[src/rtl/rtc_pkg.sv]
package rtc_pkg;

    localparam logic [15:0] OFS_ALARM  = 16'h0000;
    localparam logic [15:0] OFS_COUNT  = 16'h0004;
    localparam logic [15:0] OFS_TRIM   = 16'h0008;
    localparam logic [15:0] OFS_STATUS = 16'h0010;

    typedef enum logic [2:0] {
        SEL_NONE,
        SEL_ALARM,
        SEL_COUNT,
        SEL_TRIM,
        SEL_STATUS
    } reg_sel_e;

    // Packed order places sec_en at bit 3 and alarm_flag at bit 0.
    typedef struct packed {
        logic sec_en;
        logic alarm_en;
        logic sec_flag;
        logic alarm_flag;
    } rtc_status_t;

    localparam int unsigned STATUS_W = $bits(rtc_status_t);

    function automatic reg_sel_e decode_offset(input logic [15:0] ofs);
        reg_sel_e sel;
        case (ofs)
            OFS_ALARM:  sel = SEL_ALARM;
            OFS_COUNT:  sel = SEL_COUNT;
            OFS_TRIM:   sel = SEL_TRIM;
            OFS_STATUS: sel = SEL_STATUS;
            default:    sel = SEL_NONE;
        endcase
        return sel;
    endfunction

endpackage

[src/rtl/rtc_prescaler.sv]
module rtc_prescaler #(
    parameter int unsigned DIV_W = 16
) (
    input  logic             clk,
    input  logic             rst,
    input  logic             ref_tick,
    input  logic             restart,
    input  logic [DIV_W-1:0] divisor,
    output logic             tick
);
    logic [DIV_W-1:0] phase_q;
    logic             wrap;

    assign wrap = (phase_q == divisor);
    assign tick = ref_tick && wrap && !restart;

    always_ff @(posedge clk) begin
        if (rst || restart) begin
            phase_q <= '0;
        end else if (ref_tick) begin
            phase_q <= wrap ? '0 : phase_q + 1'b1;
        end
    end
endmodule

[src/rtl/rtc_status.sv]
module rtc_status
    import rtc_pkg::*;
(
    input  logic                clk,
    input  logic                rst,
    input  logic                tick,
    input  logic                alarm_hit,
    input  logic                wr,
    input  logic [STATUS_W-1:0] wdata,
    output rtc_status_t         status
);
    rtc_status_t st_q;
    rtc_status_t wr_view;
    logic        set_sec;
    logic        set_alarm;
    logic        clr_sec;
    logic        clr_alarm;

    assign wr_view   = rtc_status_t'(wdata);
    assign set_sec   = tick && st_q.sec_en;
    assign set_alarm = tick && alarm_hit && st_q.alarm_en;
    assign clr_sec   = wr && wr_view.sec_flag;
    assign clr_alarm = wr && wr_view.alarm_flag;

    always_ff @(posedge clk) begin
        if (rst) begin
            st_q <= '0;
        end else begin
            st_q.sec_flag   <= (st_q.sec_flag && !clr_sec) || set_sec;
            st_q.alarm_flag <= (st_q.alarm_flag && !clr_alarm) || set_alarm;
            if (wr) begin
                st_q.sec_en   <= wr_view.sec_en;
                st_q.alarm_en <= wr_view.alarm_en;
            end
        end
    end

    assign status = st_q;
endmodule

[src/rtl/alarm_rtc.sv]
module alarm_rtc
    import rtc_pkg::*;
#(
    parameter int unsigned ADDR_W    = 5,
    parameter int unsigned DATA_W    = 32,
    parameter int unsigned CNT_W     = 32,
    parameter int unsigned DIV_W     = 16,
    parameter int unsigned DIV_RESET = 32767
) (
    input  logic              clk,
    input  logic              rst,
    input  logic              ref_tick,
    input  logic [ADDR_W-1:0] addr,
    input  logic              wr_en,
    input  logic [DATA_W-1:0] wr_data,
    output logic [DATA_W-1:0] rd_data,
    output logic              irq_alarm,
    output logic              irq_sec
);
    localparam int unsigned OFS_W = 16;

    reg_sel_e         sel;
    logic [OFS_W-1:0] ofs_ext;
    logic [CNT_W-1:0] alarm_q;
    logic [CNT_W-1:0] count_q;
    logic [DIV_W-1:0] div_q;
    logic             wr_alarm;
    logic             wr_count;
    logic             wr_div;
    logic             wr_status;
    logic             sec_tick;
    logic             alarm_hit;
    rtc_status_t      status;

    assign ofs_ext   = OFS_W'(addr);
    assign sel       = decode_offset(ofs_ext);
    assign wr_alarm  = wr_en && (sel == SEL_ALARM);
    assign wr_count  = wr_en && (sel == SEL_COUNT);
    assign wr_div    = wr_en && (sel == SEL_TRIM);
    assign wr_status = wr_en && (sel == SEL_STATUS);

    rtc_prescaler #(.DIV_W(DIV_W)) u_prescaler (
        .clk      (clk),
        .rst      (rst),
        .ref_tick (ref_tick),
        .restart  (wr_count || wr_div),
        .divisor  (div_q),
        .tick     (sec_tick)
    );

    // The compare looks at the value the count takes on this tick.
    assign alarm_hit = ((count_q + 1'b1) == alarm_q);

    rtc_status u_status (
        .clk       (clk),
        .rst       (rst),
        .tick      (sec_tick),
        .alarm_hit (alarm_hit),
        .wr        (wr_status),
        .wdata     (wr_data[STATUS_W-1:0]),
        .status    (status)
    );

    always_ff @(posedge clk) begin
        if (rst) begin
            alarm_q <= '0;
            count_q <= '0;
            div_q   <= DIV_W'(DIV_RESET);
        end else begin
            if (wr_alarm) alarm_q <= wr_data[CNT_W-1:0];
            if (wr_div)   div_q   <= wr_data[DIV_W-1:0];
            if (wr_count)      count_q <= wr_data[CNT_W-1:0];
            else if (sec_tick) count_q <= count_q + 1'b1;
        end
    end

    always_comb begin
        rd_data = '0;
        case (sel)
            SEL_ALARM:  rd_data = DATA_W'(alarm_q);
            SEL_COUNT:  rd_data = DATA_W'(count_q);
            SEL_TRIM:   rd_data = DATA_W'(div_q);
            SEL_STATUS: rd_data = DATA_W'(status);
            default:    rd_data = '0;
        endcase
    end

    assign irq_alarm = status.alarm_flag;
    assign irq_sec   = status.sec_flag;
endmodule

[config.mk]
export PLATFORM = sky130hd
export DESIGN_NAME = alarm_rtc
export DESIGN_NICKNAME = d
export VERILOG_FILES = /design/src/rtl/rtc_pkg.sv /design/src/rtl/rtc_prescaler.sv /design/src/rtl/rtc_status.sv /design/src/rtl/alarm_rtc.sv
export SDC_FILE = /design/constraint.sdc
export NUM_CORES = 1
export LEC_CHECK = 0
export ABC_CLOCK_PERIOD_IN_PS = 6500
export BUFFER_PORTS_ARGS = -buffer_cell sky130_fd_sc_hd__buf_4
export CAP_MARGIN = 10
export CORE_UTILIZATION = 35
export CTS_BUF_LIST = sky130_fd_sc_hd__clkbuf_4 sky130_fd_sc_hd__clkbuf_8
export CTS_CLUSTER_DIAMETER = 120
export DETAILED_ROUTE_END_ITERATION = 8
export MAX_ROUTING_LAYER = met4
export SETUP_SLACK_MARGIN = 0.15
export SYNTH_ARGS = -nofsm -noshare
export SYNTH_HDL_FRONTEND = slang
export SYNTH_SLANG_ARGS = --single-unit
[constraint.sdc]
create_clock -name clk -period 6.5 [get_ports clk]
set_input_delay 0.325 -clock clk [delete_from_list [all_inputs] [get_ports clk]]
set_output_delay 0.325 -clock clk [all_outputs]
set_load 0.05 [all_outputs]
# ---- After elaboration in Yosys (flattened, before gate mapping)
# Cells that the tools add are included.
# Widths: inputs -> output; s select.
dict set report op_classes {
  reduce_logical 22
  bitwise 0
  n_eq_ne 9
  order_cmp 0
  multipliers 0
  shifts 0
  n_div 0
  muxes 5
  n_addsub 2
}
# cell n
set ops {}
lappend ops {{$pmux 32 s4} 1}
lappend ops {{$mux 32} 2}
lappend ops {{$add 32x1->32 const B} 1}
lappend ops {{$eq 32x32->1} 1}
lappend ops {{$add 16x1->16 const B} 1}
lappend ops {{$eq 16x16->1} 1}
lappend ops {{$logic_not 16->1} 1}
lappend ops {{$mux 16} 1}
lappend ops {{$logic_and 1x1->1} 13}
lappend ops {{$pmux 3 s4} 1}
lappend ops {{$eq 3x2->1 const B} 2}
lappend ops {{$eq 5x3->1 const B} 1}
lappend ops {{$eq 5x4->1 const B} 1}
lappend ops {{$eq 5x5->1 const B} 1}
lappend ops {{$logic_or 1x1->1} 4}
lappend ops {{$eq 3x1->1 const B} 1}
lappend ops {{$eq 3x3->1 const B} 1}
lappend ops {{$logic_not 1->1} 3}
lappend ops {{$reduce_bool 2->1} 1}
dict set report totals {
  ramBits 0
  in_bits 41
  latchBits 0
  output_inout_bits 34
  regBits 100
  memories 0
  word_cells 46
  mem_bits_ro 0
}

# ---- Logic depth before layout (Yosys ltp)
# Gate-level depths: netlist of the first run.
dict set report logic_depth {
  ltp_word 10
  ltp_mapped 10
}

# ---- By module
# A second synthesis of the first run with hierarchy kept.
dict set report hier_totals {
  cells_unflattened 791
  hier_area_um2 6333.6
}
# module n_inst area_each_um2 cells_per_inst
set modules_own_cells {}
lappend modules_own_cells {alarm_rtc 1 5177.5 673}
lappend modules_own_cells {rtc_prescaler 1 1006.0 104}
lappend modules_own_cells {rtc_status 1 150.1 14}

# ---- Worst setup path before layout of the first run
# OpenSTA, ideal clock, no wires.
dict set report synth_path {
  kind {register to register}
  start {reg count_q[1]}
  end {reg u_status.st_q, in the netlist u_status.status[0]}
  arrival_time_ns 2.577
  path_slack_ns 3.839
  synth_period_minus_slack_ns 2.661
  stages_incl_launch_ff 10
  setup_ns 0.084
  cell_sequence {dfxtp_1 ha_1 clkbuf_1 and4_1 nand2_1 nor4_1 xnor2_1 o2111ai_1 or4_1 o31ai_2}
}
dict set report synth_via {
  elab_chain_cells 5
}
# item line
set synth_rtl {}
lappend synth_rtl {{start: declaration} alarm_rtc.sv:25} ;# logic [CNT_W-1:0] count_q;
lappend synth_rtl {{start signal: assignment} alarm_rtc.sv:72} ;# if (wr_count) count_q <= wr_data[CNT_W-1:0];
lappend synth_rtl {{start signal: assignment} alarm_rtc.sv:73} ;# else if (sec_tick) count_q <= count_q + 1'b1;
lappend synth_rtl {{$add 32x1->32} alarm_rtc.sv:52} ;# assign alarm_hit = ((count_q + 1'b1) == alarm_q);
lappend synth_rtl {{$eq 32x32->1} alarm_rtc.sv:52}
lappend synth_rtl {{$logic_and 1x1->1 (2 in a row)} rtc_status.sv:21} ;# assign set_alarm = tick && alarm_hit && st_q.alarm_en;
lappend synth_rtl {{$logic_or 1x1->1} rtc_status.sv:30} ;# st_q.alarm_flag <= (st_q.alarm_flag && !clr_alarm) || set_alarm;
lappend synth_rtl {{end: declaration} rtc_status.sv:12} ;# rtc_status_t st_q;
# No other way between the ends.
# A chain may end at the register's enable or synchronous reset.

# ---- Worst setup path after layout of the first run
dict set report layout_path {
  start {reg count_q[9]}
  end {reg u_status.st_q, in the netlist u_status.status[0]}
}
# Same word-level chain as after synthesis.

==> results.cfg, run 1 <==
[global_route]
grt_pass1_wl_um = 30690
met3_usage_pct = 2.397
gr-max-usage-layer = met2
grt_usage_pct = 22.75
grt_use_met2_pct = 32.61
grt_max_degree = 87
grt-ovfl-total = 0
antenna_found_initial = 0
use_met1_pct = 32.56
grt_pass1_vias = 5406

[floorplanning]
die_area_mm2 = 0.01788
start_util_pct = 36.23
die_w_um = 133.7
io_pins = 75
fp.dieH_um = 133.7
fp.coreArea_mm2 = 0.01676
fp-row-count = 47

[power]
vdd_drop_max_uv = 87.37
leakage_nw = 2.510
p_sw_share_pct = 25.77
p_switching_mw = 0.2840
clkPwrFrac_pct = 35.7
p_int_mw = 0.8183
combPwrFrac_pct = 7.4
p_seq_share_pct = 56.9
powerDensity_mw_per_mm2 = 160.0

[worst_setup_path]
end_kind = register
path_class = reg -> reg
start_kind = register
path_max_fanout = 17
cp.arrival_ps = 3490
crit_required_ps = 6820

[hold_path]
min_path_type = in -> reg

[placement]
port_buffers = 74
place_congestion = 0.8883
dp_slack_ps = 3191
dpl.hpwl_um = 13670

[cells_and_area]
drive_gt1_share_pct = 12.88
fin_nets = 884
fillers = 1742
final_common_cell = nand2_1
multiInputGateArea_mm2 = 0.003730
diodes = 0
layout_common_cells = 154 x nand2_1, 100 x dfxtp_1, 83 x buf_4
seq_area_mm2 = 0.002002
syn_to_final_growth_pct = 13.44

[detailed_routing]
ant_nets = 0
via_count = 6062
routed_wl_um = 19560
firstDrtPassIters = 5
drt_iter0_drc = 578
drcViolationCount = 0
wl_per_cell_um = 18.35
via_per_inst = 5.687

[job]
drv_cap = 0

[synthesis]
synth-simple-area-share_pct = 30.35
ys_seq_elements = 100
synthAdderAreaFrac_pct = 0.4121
synth.top_cell.area_share_pct = 32.97
ys_warn_count = 0
synthDistinctLibCells = 58
yosys-top-cells-area = dfxtp_1 33%, nand2_1 9.5%, xnor2_1 6.1%
synthCells = 813
synth_xor_area_share_pct = 10.82
synthMuxAreaShare_pct = 0.6594
syn-num-nets = 856
ys_seq_area_share_pct = 32.97
syn-cell-area_mm2 = 0.006072
synth_top_family_by_area = simple AND/OR/NAND/NOR gates
avgSynthCellArea_um2 = 7.469
yosysTopAreaCell = dfxtp_1
synth_compound_area_share_pct = 19.10
synth_ff_type = dfxtp_1
synth_edf_count = 0
async_flop_share_pct = 0

[sta]
finalHoldViolCount = 0
finalCritPeriodShare_pct = 48.65
rsz0062_at_grt = false
fin_worst_skew_ps = 17.19
layout_min_cycle_time_ps = 3162
fmaxAchievable_ghz = 0.3162
setup_viol = 0
worst_pin_slew_ps = 1113
tns_ps = 0
slew_viol_final = 0
fin_ws_ps = 3338
max_slew_margin_pct = 25.13

[clocking]
clockBufferDepth = 2
clkTransAtPathRegs_ps = 100
htreeDepth = 3
cts-root-buf = clkbuf_8
cts-resized-gates = 0
cts_tree = built
clock-sinks = 100
numCtsBuffers = 9
clk_latency_ps = 400
postCtsSetupBuffers = 0
postCtsHoldBufs = 0

[status]
outcome = completed
-- power groups by stage --
stage / registers [mW] / clock network (mW) / logic, mW
floorplan: 0.637 / 0 / 0.0442
global placement: 0.641 / 0 / 0.0821
detailed placement: 0.641 / 0 / 0.0818
CTS: 0.627 / 0.398 / 0.0819
global route: 0.628 / 0.421 / 0.0888
finish: 0.627 / 0.394 / 0.0818
-- worst max-delay path, cell delays in order, from the launching register on --
cell       delay [ps]
dfxtp_1           680
nand4_2           230
nor4_1            950
nand3_1           170
a22oi_1           240
o2111ai_1         130
or4_1             510
o31ai_2           180
-- final timing paths --
| check | startpoint | endpoint | slack, ps | cells after the start |
|---|---|---|---|---|
| max | count_q[9] | u_status.status[0] | 3340 | 7 |
| min | wr_data[14] | div_q[14] | 150 | 3 |
| max reg2reg | count_q[9] | u_status.status[0] | 3340 | 7 |
| min reg2reg | alarm_q[22] | alarm_q[22] | 490 | 2 |
-- final cells by class --
type,instances,share of cell area (%)
clock buffers,14,2.434
clock inverters,2,0.1453
inverters,20,1.090
multi-input cells,626,54.15
flip-flops and latches,100,29.06
well taps,220,3.996
repair buffers,84,9.119
-- cells in the mapped netlist, types with 3 or more instances --
cell	instances
a211oi_1	6
a21oi_1	58
a221oi_1	4
a222oi_1	16
a22o_1	16
a22oi_1	7
a31oi_1	20
a32oi_1	4
and2_0	3
and2_1	6
and3_1	10
and4_1	8
buf_2	6
clkbuf_1	57
dfxtp_1	100
inv_1	20
mux2i_1	4
nand2_1	154
nand2b_1	3
nand3_1	23
nand3b_1	19
nand4_1	22
nand4b_1	3
nor2_1	60
nor3_1	14
nor4_1	13
nor4b_1	3
o21ai_0	24
o311ai_0	3
or3_1	14
or4_1	6
xnor2_1	42
xor2_1	33
-- cell families (layout without fill, tap and decap cells) --
group                      count (synthesis)  count (layout)
AOI/OAI and AO/OA                        173             173
xor gates and xnor gates                  75              75
adders and majority gates                  2               2
buffers and inverters                     87             120
DFF                                      100             100
muxes                                      4               4
and+or+nand+nor                          372             372
-- stage by stage --
step                total power [mW]  cell area (µm²)  hold WS (ps)  cells  utilization, %
finish                         1.102             6888         150.8   1066           41.10
global route                   1.138             6888         171.2   1066           41.10
CTS                            1.107             6883         145.0   1065           41.07
detailed placement            0.7228             6705         477.6   1049           40.01
global placement              0.7230             6705         472.2   1049           40.01
floorplan                     0.6812             6072         443.9    813               -
-- registers in the layout, summed over array words and instances, names as in the netlist --
name                 flops
div_q                   16
u_prescaler.phase_q     16
u_status.status          4
count_q                 32
alarm_q                 32
-- metal layers --
| layer | vias up | part of all wire (%) |
|---|---|---|
| li1 | 2957 | - |
| met1 | 2876 | 49 |
| met2 | 209 | 44 |
| met3 | 20 | 5.1 |
| met4 | 0 | 1.7 |
| met5 | - | 0 |
Note: power is estimated with default switching activity, not from simulation.
==> inputs of run 2 (changes only) <==
Settings changed: ABC_CLOCK_PERIOD_IN_PS 6500 to 2900.
Clock period 6.5 ns to 2.9 ns, I/O delays scaled along.
==> run 2 against run 1 <==
  * Sequential share of layout area down 1.8 points
  * Fmax is 17% higher
  * Combinational power rose to 2.6 times the previous value
  * Final cell count is 4.2% higher
  * Core utilization rose by 2.9 points
  * Design area rose by 7.1%
  * Clock skew decreased by 6.0 ps
  * Setup slack got worse by 3100 ps
  * Global-route usage rose by 0.79 points
  * Worst hold slack worse by 140 ps
  * Non-clock buffer count is 47 higher
  * Sequential cell count unchanged
==> results.cfg, run 2 (synthesis gave the netlist of run 1 again) <==
[status]
outcome = completed

[floorplanning]
die_area_mm2 = 0.01788
io_pins = 75
die_w_um = 133.7
start_util_pct = 36.23
fp-row-count = 47
fp.dieH_um = 133.7
fp.coreArea_mm2 = 0.01676

[sta]
slew_viol_final = 0
max_slew_margin_pct = 38.83
setup_viol = 0
tns_ps = 0
layout_min_cycle_time_ps = 2708
finalHoldViolCount = 0
worst_pin_slew_ps = 917.6
fmaxAchievable_ghz = 0.3692
fin_worst_skew_ps = 11.20
finalCritPeriodShare_pct = 93.39
rsz0062_at_grt = false

[cells_and_area]
syn_to_final_growth_pct = 21.51
layout_common_cells = 153 x nand2_1, 118 x buf_4, 92 x dfxtp_1
largestRegisters = alarm_q: 32 flops, count_q: 32 flops
fin_nets = 932
final_common_cell = nand2_1
stdcell_area_mm2 = 0.007378
drive_gt1_share_pct = 17.73
diodes = 0
fillers = 1729

[power]
leakage_nw = 2.767
p_int_mw = 1.996
combPwrFrac_pct = 7.9
clkPwrFrac_pct = 38.9
p_seq_share_pct = 53.2
vdd_drop_max_uv = 199.0
p_switching_mw = 0.6355
powerDensity_mw_per_mm2 = 356.7
p_sw_share_pct = 24.15

[worst_setup_path]
r2r_start = count_q[12]
worstPathCellList = nand4_4, or4_4, or4_1, a22oi_2, nand4_1, or4_4, o31ai_2
path_max_fanout = 6
reg2reg_depth = 7
crit_required_ps = 3210
cp.arrival_ps = 3020
path_class = reg -> reg
slowest_stage = or4_4
ff2ff_setup_slack_ps = 190
r2r-end = u_status.status[0]
end_kind = register
cp_common_cell = or4_4
start_kind = register
critPathMaxStageDelay_ps = 630

[detailed_routing]
wl_per_cell_um = 18.38
drcViolationCount = 0
ant_nets = 0
via_per_inst = 5.628
drt_iter0_drc = 692
via_count = 6253
firstDrtPassIters = 8
routed_wl_um = 20420

[global_route]
grt_pass1_vias = 5641
grt_usage_pct = 23.54
grt-ovfl-total = 0
grt_pass1_wl_um = 31970
antenna_found_initial = 0
grt_max_degree = 86

[clocking]
clkTransAtPathRegs_ps = 100
clock-sinks = 100
clk_latency_ps = 390
htreeDepth = 3
numCtsBuffers = 9
cts_tree = built
clockBufferDepth = 2
cts-root-buf = clkbuf_8

[placement]
place_congestion = 0.8890
dpl.hpwl_um = 14810
placed_area_mm2 = 0.006960
port_buffers = 74

[hold_path]
worstHoldStart = wr_data[5]
min_path_type = in -> reg
min_path_cells = 3
min_to = div_q[5]

[job]
drv_cap = 0
==> run 2: cell count changes in the layout (fill, tap and decap cells not counted), moves of 3 or more <==
cell / before / now
dfxtp_1: 100 / 92
buf_4: 83 / 118
dfxtp_2: 0 / 7
dlygate4sd3_1: 0 / 13
nor4_2: 0 / 3
nor4_1: 13 / 10
clkbuf_4: 4 / 0
==> run 2: critical path, delay by kind of cell, from the launching register on <==
family           cells  cell delay [ps]
flip-flops           1              400
AND/OR/NAND/NOR      5             1870
AO/OA/AOI/OAI        2              370
==> run 2: stage by stage <==
step / total power [mW] / utilization, % / instances / hold slack (ps) / setup slack [ps]
CTS: 2.645 / 43.61 / 1109 / 0.03719 / 178.6
global route: 2.718 / 44.02 / 1111 / 10.92 / 136.8
floorplan: 1.527 / - / 813 / 265.8 / 238.7
finish: 2.632 / 44.02 / 1111 / 6.047 / 191.8
detailed placement: 1.626 / 41.53 / 1083 / 388.1 / 173.7
global placement: 1.626 / 41.53 / 1083 / 385.8 / 223.2
==> run 2: repair_timing <==
| action | CTS | global route |
|---|---|---|
| setup endpoints to repair | 1 | 1 |
| gates resized for setup | 1 | 18 |
| setup buffers | 0 | 1 |
| pin swaps | 0 | 3 |
| hold buffers | 13 | 0 |
| gates cloned | 0 | 1 |
| hold endpoints to repair | 13 | 0 |
==> run 2: power by group through the flow <==
stage / Sequential, mW / Clock, mW / Combinational (mW)
6_report: 1.40 / 1.02 / 0.209
2_1_floorplan: 1.43 / 0 / 0.0990
3_5_place_dp: 1.43 / 0 / 0.193
4_1_cts: 1.40 / 1.04 / 0.208
3_3_place_gp: 1.43 / 0 / 0.193
5_1_grt: 1.40 / 1.09 / 0.224
==> run 2: layout make-up <==
type	instances	area, µm²	area share [%]
clock inverters	2	60.06	0.8140
inverters	20	75.07	1.017
multi-input cells	627	3786	51.31
flip-flops and latches	100	2014	27.30
repair buffers	131	1016	13.77
well taps	220	275.3	3.731
clock buffers	11	151.4	2.052
==> run 2: how the worst max path moves through the flow <==
stage | start | endpoint | slack [ps] | depth (start not counted)
floorplan | count_q[1] | u_status.status[0] | 240 | 9
finish | count_q[12] | u_status.status[0] | 190 | 7
CTS | count_q[1] | u_status.status[0] | 180 | 8
global route | count_q[12] | u_status.status[0] | 140 | 7
global placement | count_q[12] | u_status.status[0] | 220 | 7
detailed placement | count_q[12] | u_status.status[0] | 170 | 7
==> run 2: per-layer routing <==
layer	vias to the layer above	routed length (µm)	track usage [%]
met4	0	495	8.712
met2	225	8908	34.08
met5	-	0	-
met1	2929	9849	33.28
met3	41	1168	2.702
li1	3058	-	-
